File: src/rtl/frame_timer_pkg.sv
package frame_timer_pkg;

    localparam int DW          = 8;
    localparam int CNT_W       = 14;
    localparam int HI_W        = CNT_W - DW;
    localparam int GAUGE_SHIFT = 6;

    localparam logic [CNT_W-1:0] RELOAD_DEFAULT = 14'h2EE0;

    localparam logic [DW-1:0] ADDR_CTRL = 8'h05;
    localparam logic [DW-1:0] ADDR_IEN  = 8'h06;
    localparam logic [DW-1:0] ADDR_STAT = 8'h0D;
    localparam logic [DW-1:0] ADDR_RLO  = 8'h0E;
    localparam logic [DW-1:0] ADDR_RHI  = 8'h0F;

    localparam int BIT_RUN   = 0;
    localparam int BIT_FRAME = 5;

    typedef struct packed {
        logic             run;
        logic             ien;
        logic [CNT_W-1:0] reload;
    } ft_cfg_t;

    typedef struct packed {
        logic start;
        logic clr;
    } ft_cmd_t;

    function automatic logic [DW-1:0] gauge(input logic [CNT_W-1:0] c);
        logic [CNT_W-1:0] s;
        s = c >> GAUGE_SHIFT;
        return s[DW-1:0];
    endfunction

endpackage

File: src/rtl/ft_regs.sv
module ft_regs
    import frame_timer_pkg::*;
(
    input  logic             clk_i,
    input  logic             rst_i,
    input  logic             wr_en_i,
    input  logic [DW-1:0]    addr_i,
    input  logic [DW-1:0]    wdata_i,
    input  logic [CNT_W-1:0] cnt_i,
    input  logic             flag_i,
    output ft_cfg_t          cfg_o,
    output ft_cmd_t          cmd_o,
    output logic [DW-1:0]    rdata_o
);

    ft_cfg_t cfg_q;

    always_ff @(posedge clk_i) begin
        if (rst_i) begin
            cfg_q.run    <= 1'b0;
            cfg_q.ien    <= 1'b0;
            cfg_q.reload <= RELOAD_DEFAULT;
        end else if (wr_en_i) begin
            case (addr_i)
                ADDR_CTRL: cfg_q.run                 <= wdata_i[BIT_RUN];
                ADDR_IEN:  cfg_q.ien                 <= wdata_i[BIT_FRAME];
                ADDR_RLO:  cfg_q.reload[DW-1:0]      <= wdata_i;
                ADDR_RHI:  cfg_q.reload[CNT_W-1:DW]  <= wdata_i[HI_W-1:0];
                default: ;
            endcase
        end
    end

    always_comb begin
        cmd_o.start = wr_en_i && (addr_i == ADDR_CTRL) && wdata_i[BIT_RUN] && !cfg_q.run;
        cmd_o.clr   = wr_en_i && (addr_i == ADDR_STAT) && wdata_i[BIT_FRAME];
    end

    always_comb begin
        rdata_o = '0;
        case (addr_i)
            ADDR_CTRL: rdata_o[BIT_RUN]   = cfg_q.run;
            ADDR_IEN:  rdata_o[BIT_FRAME] = cfg_q.ien;
            ADDR_STAT: rdata_o[BIT_FRAME] = flag_i;
            ADDR_RLO:  rdata_o            = cfg_q.reload[DW-1:0];
            ADDR_RHI:  rdata_o            = gauge(cnt_i);
            default:   rdata_o            = '0;
        endcase
    end

    assign cfg_o = cfg_q;

    // a start command always leaves the block running
    a_r3_start_sets_run: assert property (@(posedge clk_i) disable iff (rst_i)
        cmd_o.start |=> cfg_q.run);

    // low reload byte follows a write to 0Eh
    a_r10_low_reload_write: assert property (@(posedge clk_i) disable iff (rst_i)
        (wr_en_i && addr_i == ADDR_RLO) |=> cfg_q.reload[DW-1:0] == $past(wdata_i));

endmodule

File: src/rtl/ft_counter.sv
module ft_counter
    import frame_timer_pkg::*;
(
    input  logic             clk_i,
    input  logic             rst_i,
    input  logic             run_i,
    input  logic             start_i,
    input  logic [CNT_W-1:0] reload_i,
    output logic [CNT_W-1:0] cnt_o,
    output logic             expire_o
);

    logic [CNT_W-1:0] cnt_q;
    logic             last;

    assign last     = (cnt_q <= CNT_W'(1));
    assign expire_o = run_i && !start_i && last;

    always_ff @(posedge clk_i) begin
        if (rst_i) begin
            cnt_q <= '0;
        end else if (start_i) begin
            cnt_q <= reload_i;
        end else if (run_i) begin
            cnt_q <= last ? reload_i : cnt_q - CNT_W'(1);
        end
    end

    assign cnt_o = cnt_q;

    // count is frozen while stopped
    a_r4_frozen_when_off: assert property (@(posedge clk_i) disable iff (rst_i)
        (!run_i && !start_i) |=> $stable(cnt_o));

    // count steps down by one per running cycle
    a_r9_counts_down: assert property (@(posedge clk_i) disable iff (rst_i)
        (run_i && !start_i && cnt_o > CNT_W'(1)) |=> cnt_o == $past(cnt_o) - CNT_W'(1));

    // start loads the full reload value
    a_r3_start_loads: assert property (@(posedge clk_i) disable iff (rst_i)
        start_i |=> cnt_o == $past(reload_i));

endmodule

File: src/rtl/ft_irq.sv
module ft_irq (
    input  logic clk_i,
    input  logic rst_i,
    input  logic expire_i,
    input  logic clr_i,
    input  logic ien_i,
    output logic flag_o,
    output logic irq_o
);

    logic flag_q;

    always_ff @(posedge clk_i) begin
        if (rst_i) begin
            flag_q <= 1'b0;
        end else if (expire_i) begin
            flag_q <= 1'b1;
        end else if (clr_i) begin
            flag_q <= 1'b0;
        end
    end

    assign flag_o = flag_q;
    assign irq_o  = flag_q & ien_i;

    // an expiry always leaves the flag set
    a_r5_expiry_sets_flag: assert property (@(posedge clk_i) disable iff (rst_i)
        expire_i |=> flag_o);

    // clearing without a collision drops the flag
    a_r6_clear_drops_flag: assert property (@(posedge clk_i) disable iff (rst_i)
        (clr_i && !expire_i) |=> !flag_o);

    // without clear or expiry the flag holds
    a_r6_flag_holds: assert property (@(posedge clk_i) disable iff (rst_i)
        (!clr_i && !expire_i) |=> $stable(flag_o));

endmodule

File: src/rtl/usb_frame_timer.sv
module usb_frame_timer
    import frame_timer_pkg::*;
(
    input  logic          clk_i,
    input  logic          rst_i,
    input  logic          wr_en_i,
    input  logic [DW-1:0] addr_i,
    input  logic [DW-1:0] wdata_i,
    output logic [DW-1:0] rdata_o,
    output logic          sof_pulse_o,
    output logic          irq_o
);

    ft_cfg_t          cfg;
    ft_cmd_t          cmd;
    logic [CNT_W-1:0] cnt;
    logic             expire;
    logic             flag;
    logic             sof_q;

    ft_regs u_regs (
        .clk_i   (clk_i),
        .rst_i   (rst_i),
        .wr_en_i (wr_en_i),
        .addr_i  (addr_i),
        .wdata_i (wdata_i),
        .cnt_i   (cnt),
        .flag_i  (flag),
        .cfg_o   (cfg),
        .cmd_o   (cmd),
        .rdata_o (rdata_o)
    );

    ft_counter u_counter (
        .clk_i    (clk_i),
        .rst_i    (rst_i),
        .run_i    (cfg.run),
        .start_i  (cmd.start),
        .reload_i (cfg.reload),
        .cnt_o    (cnt),
        .expire_o (expire)
    );

    ft_irq u_irq (
        .clk_i    (clk_i),
        .rst_i    (rst_i),
        .expire_i (expire),
        .clr_i    (cmd.clr),
        .ien_i    (cfg.ien),
        .flag_o   (flag),
        .irq_o    (irq_o)
    );

    always_ff @(posedge clk_i) begin
        if (rst_i) sof_q <= 1'b0;
        else       sof_q <= expire;
    end

    assign sof_pulse_o = sof_q;

    // a pulse only follows a running cycle
    a_r4_pulse_needs_run: assert property (@(posedge clk_i) disable iff (rst_i)
        sof_pulse_o |-> $past(cfg.run));

    // every pulse is accompanied by a set flag
    a_r5_pulse_with_flag: assert property (@(posedge clk_i) disable iff (rst_i)
        sof_pulse_o |-> flag);

    // no interrupt without a pending flag
    a_r8_no_irq_without_flag: assert property (@(posedge clk_i) disable iff (rst_i)
        !flag |-> !irq_o);

endmodule

File: config.mk
export PLATFORM = sky130hd
export DESIGN_NAME = usb_frame_timer
export DESIGN_NICKNAME = d
export VERILOG_FILES = /design/src/rtl/frame_timer_pkg.sv /design/src/rtl/ft_regs.sv /design/src/rtl/ft_counter.sv /design/src/rtl/ft_irq.sv /design/src/rtl/usb_frame_timer.sv
export SDC_FILE = /design/constraint.sdc
export NUM_CORES = 1
export LEC_CHECK = 0
export BUFFER_PORTS_ARGS = -buffer_cell sky130_fd_sc_hd__clkbuf_2
export CORE_ASPECT_RATIO = 1.4
export CORE_UTILIZATION = 55
export CTS_CLUSTER_DIAMETER = 60
export CTS_CLUSTER_SIZE = 16
export DETAILED_ROUTE_END_ITERATION = 6
export HOLD_SLACK_MARGIN = 0.08
export PLACE_DENSITY = 0.78
export SLEW_MARGIN = 0
export SYNTH_ARGS = -nofsm -noshare
export SYNTH_HDL_FRONTEND = slang
export SYNTH_SLANG_ARGS = --single-unit
File: constraint.sdc
create_clock -name clk_i -period 3 [get_ports clk_i]
set_input_delay 0.15 -clock clk_i [delete_from_list [all_inputs] [get_ports clk_i]]
set_output_delay 0.15 -clock clk_i [all_outputs]
set_load 0.1 [all_outputs]
# Word-level counts from Yosys, hierarchy flattened
# Cells that the tools add are included.
dict set report classes {
  n_reduce_logical 15
  n_lt_le_gt_ge 1
  add_sub_neg 1
  mux 9
  n_bitwise 1
  eq_ne 5
}
# operator count
set ops {}
lappend ops {{14-bit two-way mux} 3}
lappend ops {{8-bit by 4-bit equality test with 1-bit output, second input constant} 3}
lappend ops {{8-bit by 3-bit equality test with 1-bit output, second input constant} 2}
lappend ops {{14-bit by 1-bit less-or-equal comparator with 1-bit output, second input constant} 1}
lappend ops {{14-bit by 1-bit subtractor with 14-bit output, second input constant} 1}
lappend ops {{4-bit case mux with 2 select lines} 1}
lappend ops {{2-bit AND reduction} 4}
lappend ops {{1-bit logical AND} 7}
lappend ops {{1-bit case mux with 4 select lines} 1}
lappend ops {{2-bit case mux with 2 select lines} 1}
lappend ops {{2-bit nonzero test} 2}
lappend ops {{1-bit case mux with 3 select lines} 1}
lappend ops {{1-bit logical NOT} 2}
lappend ops {{1-bit two-way mux} 2}
lappend ops {{1-bit bitwise AND} 1}
dict set report totals {
  out_inout_bits 10
  regBits 32
  elab_cells 39
  inputBits 19
}

# Depth between registers and ports, before layout
dict set report depth {
  word_depth 8
  depth_mapped 9
  mapped_depth_nobuf 7
}

# Modules after synthesis
# From an unflattened synthesis, not the netlist that was laid out.
dict set report hier_totals {
  hier_cells 230
  hier_area_um2 1945.6
}
# mod seq_area_each_um2 area_each_um2 cells_each instances
set by_module_without_submodules {}
lappend by_module_without_submodules {ft_counter 280.3 965.9 124 1}
lappend by_module_without_submodules {ft_regs 320.3 900.9 99 1}
lappend by_module_without_submodules {ft_irq 20.0 45.0 5 1}
lappend by_module_without_submodules {usb_frame_timer 20.0 33.8 2 1}

# Worst setup path before layout
# Ideal clock, no wire load.
dict set report synth_path {
  path_kind {input -> output}
  startpoint {input port addr_i[5]}
  endpoint {output port rdata_o[1]}
  slack_ns 0.514
  cell_stages 5
  required_time_ns 2.850
  arrival_time_ns 2.336
  path_buffers 1
  path_cell_list {nor4_1 > and2_1 > clkbuf_1 > nand3_1 > nor2_1}
}
dict set report synth_via {
  elab_chain_len 2
  elab_cells_between_ends 3
  classes_between {eq/ne (2); mux (1)}
}
# item line
set synth_lines {}
lappend synth_lines {{from (decl)} usb_frame_timer.sv:7} ;# input logic [DW-1:0] addr_i,
lappend synth_lines {{8-bit by 4-bit equality test with 1-bit output} ft_regs.sv:41} ;# case (addr_i)
lappend synth_lines {{4-bit case mux with 2 select lines (*)} ft_regs.sv:41}
lappend synth_lines {{to (decl)} usb_frame_timer.sv:9} ;# output logic [DW-1:0] rdata_o,
# Mark *: on every way between the ends. The rest lies on a longest branch, timed or not.

# Final worst setup path
dict set report layout_path {
  startpoint {register u_counter.cnt_q[6], in the netlist u_counter.cnt_o[6]}
  endpoint {register u_counter.cnt_q[7], in the netlist u_counter.cnt_o[7]}
}
dict set report layout_via {
  elab_chain_len 4
  elab_cells_between_ends 5
  classes_between {add/sub (1); order compare (1); mux (3)}
}
# item line
set layout_lines {}
lappend layout_lines {{from (decl)} ft_counter.sv:13} ;# logic [CNT_W-1:0] cnt_q;
lappend layout_lines {{from (signal assigned)} ft_counter.sv:23} ;# cnt_q <= reload_i;
lappend layout_lines {{from (signal assigned)} ft_counter.sv:25} ;# cnt_q <= last ? reload_i : cnt_q - CNT_W'(1);
lappend layout_lines {{14-bit by 1-bit subtractor with 14-bit output / 14-bit by 1-bit less-or-equal comparator with 1-bit output (equally long branches)} {ft_counter.sv:25, ft_counter.sv:16}}
lappend layout_lines {{14-bit two-way mux (*)} ft_counter.sv:25}
lappend layout_lines {{14-bit two-way mux (*)} ft_counter.sv:24} ;# end else if (run_i) begin
lappend layout_lines {{14-bit two-way mux (*)} ft_counter.sv:22} ;# end else if (start_i) begin
# Mark *: on every way between the ends. The rest lies on a longest branch, timed or not. The select of a mux whose other input is x is not followed.
# A chain may end at the register's enable or synchronous reset.

==> flow_metrics.tcl <==
set metrics [dict create \
    status "finished, final reports clean" \
    synth_area_per_cell_um2 8.166 \
    htree_levels 2 \
    syn_inst 224 \
    antenna_found_initial 0 \
    worstSetupEndpointType "register" \
    power.share.clock_pct 46.4 \
    tightest_slew_ps 542.1 \
    cts_made_buffers 5 \
    synth_area_um2 1829 \
    synth_area_leader_cell "dfxtp_1" \
    fmax_mhz 404.3 \
    tritoncts "yes" \
    power_density_nw_per_um2 426.6 \
    ys.flop_type "dfxtp_1" \
    p_int_mw 0.6907 \
    ys_top_cells_by_area "dfxtp_1 (35%), mux2i_1 (13%), nand2_1 (5.7%)" \
    grtUsageTotal_pct 28.01 \
    routedWlPerCell_um 15.48 \
    arrival_ps 2620 \
    grt_max_degree 24 \
    cts-root-buf "clkbuf_8" \
    clock_latency_ps 290 \
    worstSetupStartpointType "register" \
    synth_top_area_share_pct 35.02 \
    cts_setup_buffers 0 \
    cp_common_cell "or4_4" \
    hp-class "primary input to register" \
    grt_pass1_vias 1622 \
    die_w_um 50.74 \
    dp.final_hpwl_um 3296 \
    wl_um 4458 \
    grt_overflow 0 \
    p_leak_nw 0.9027 \
    fin_nets 269 \
    via_count 1681 \
    fin_crit_sh_pct 82.44 \
    drive_above_1_share_pct 18.88 \
    hold_slack_ps 82.68 \
    drtPass1Iterations 4 \
    fp.dieH_um 70.24 \
    grt_pass1_wl_um 7576 \
    finalHoldViolCount 0 \
    numClockSinks 32 \
    via_per_inst 5.837 \
    route.detailed.drc 0 \
    drtIter0Drc 40 \
    worstPathMaxFanout 13 \
    io_buffers 28 \
    cpPeakStageDelay_ps 570 \
    seqPwrFrac_pct 47.9 \
    ant_nets 0 \
    relSlewSlack_pct 64.02 \
    fin_crit_ps 2473 \
    skew_ps 5.445 \
    pin_count 29 \
    ys_ff_latch 32 \
    yosysSeqAreaShare_pct 35.02 \
    rsz0062_at_grt "false" \
    finalSetupViolCount 0 \
    fp-row-count 24 \
    swShare_pct 22.38 \
    synth.distinct_cells 41 \
    core_um2 3153 \
    start_util_pct 58.02 \
    async_flop_share_pct 0 \
    reg2reg_setup_slack_ps 530 \
    cts_resized 0 \
    num_antenna_cells 0 \
    drv_slew 0 \
    drv_cap 0 \
    p_sw_mw 0.1991 \
    crit_required_ps 3140 \
    globalplace.congestion 0.8958 \
    clk_path_buf_depth 2 \
    finalSetupTns_ps 0 \
    peakVddDrop_mv 0.5285 \
    clk_transition_reported_paths_ps 70 \
    pwr-share-comb_pct 5.7 \
    synth_nets 245 \
    dp_cells 279 \
    fillers 294 \
    synth_edf_count 0 \
    ys_warn_count 0 \
    crit_chain "or4_4, or4_4, o21a_1, buf_4, a21oi_1, o32ai_1" \
    slowest_stage "or4_4" \
    dieArea_um2 3564 \
    area_delta_synth_final_pct 14.02 \
    final_cells 288 \
    crit_type "register to register" \
]
## worst paths after layout
kind,from,endpoint,depth (start not counted)
worst max-delay path,u_counter.cnt_o[6],u_counter.cnt_o[7],6
worst min register to register,u_counter.cnt_o[1],u_counter.cnt_o[1],2
worst min-delay path,wdata_i[6],u_regs.cfg_o[6],3
worst max register to register,u_counter.cnt_o[6],u_counter.cnt_o[7],6
## kinds of logic (layout without fill, tap and decap cells)
| group | count (synthesis) | in the layout | share of synthesized area (%) |
|---|---|---|---|
| compound gates | 40 | 40 | 15.46 |
| flops | 32 | 32 | 35.02 |
| buf+inv | 28 | 53 | 6.634 |
| simple gates | 94 | 94 | 25.51 |
| fa+ha+maj | 2 | 2 | 1.368 |
| mux | 28 | 28 | 16.01 |
## flip-flops by register name, indices dropped and copies added, names as in the netlist
| register | cells |
|---|---|
| sof_pulse_o | 1 |
| u_counter.cnt_o | 14 |
| u_irq.flag_o | 1 |
| u_regs.cfg_o | 16 |
## power by group through the flow
stage               Combinational [mW]  Clock [mW]  Sequential, mW
floorplan                       0.0313           0           0.435
global placement                0.0494           0           0.436
detailed placement              0.0496           0           0.436
CTS                             0.0509       0.414           0.426
global route                    0.0556       0.435           0.426
finish                          0.0511       0.413           0.426
## per-stage QoR
stage | util, % | setup WS (ps) | total power, mW | instance area, um2
3_5_place_dp | 62.30 | 568.3 | 0.4851 | 1964
2_1_floorplan | - | 513.9 | 0.4667 | 1829
6_report | 66.15 | 526.9 | 0.8898 | 2086
4_1_cts | 66.15 | 534.4 | 0.8906 | 2086
3_3_place_gp | 62.30 | 627.8 | 0.4849 | 1964
5_1_grt | 66.15 | 428.2 | 0.9159 | 2086
## cells in the final DEF (no fill, tap or decap), drive strengths merged, types with 5 or more instances in the layout
cell type	netlist	layout
a21oi	15	15
clkbuf	11	33
dfxtp	32	32
inv	14	14
mux2i	24	24
nand2	28	28
nand3	10	10
nor2	24	24
o32ai	10	10
or3	5	5
or4	5	5
## layout make-up
type | count | area [um2] | share of cell area [%]
Tap cell | 39 | 48.80 | 2.340
Sequential cell | 32 | 640.6 | 30.71
Multi-Input combinational cell | 164 | 1067 | 51.17
Clock inverter | 3 | 42.54 | 2.040
Clock buffer | 5 | 68.82 | 3.299
Inverter | 14 | 52.55 | 2.519
Timing Repair Buffer | 31 | 165.2 | 7.918
## synthesized netlist by cell type (2+ instances only)
cell / count
dfxtp_1: 32
nand2_1: 28
mux2i_1: 24
nor2_1: 24
a21oi_1: 15
inv_1: 14
clkbuf_1: 11
nand3_1: 10
o32ai_1: 10
or3_1: 5
and2_1: 4
nor3_1: 4
nand4_1: 3
or4_4: 3
a32o_1: 2
buf_6: 2
ha_1: 2
mux2_4: 2
nor2b_1: 2
nor3b_1: 2
nor4_1: 2
o21a_1: 2
o21ai_0: 2
or4_1: 2
## timing repair
item | 4_1_cts | 5_1_grt
hold buffers | 1 | 0
endpoints found under the hold margin | 1 | 0
setup endpoints to repair | 0 | 0
## routing by layer
| layer | track usage, % | part of all wire [%] | routed length [um] |
|---|---|---|---|
| met1 | 34.42 | 43 | 1909 |
| met2 | 46.07 | 50 | 2221 |
| met3 | 5.664 | 5.0 | 222 |
| met4 | 12.65 | 2.3 | 104 |
| met5 | 0 | 0 | 0 |
## critical path: cells and delay by family, from the launching register on
kind	cells	cell delay, ps
and+or+nand+nor	2	1140
AOI/OAI and AO/OA	3	560
buffers and inverters	1	270
DFF	1	340
No activity file was read; power rests on OpenSTA's default activity.
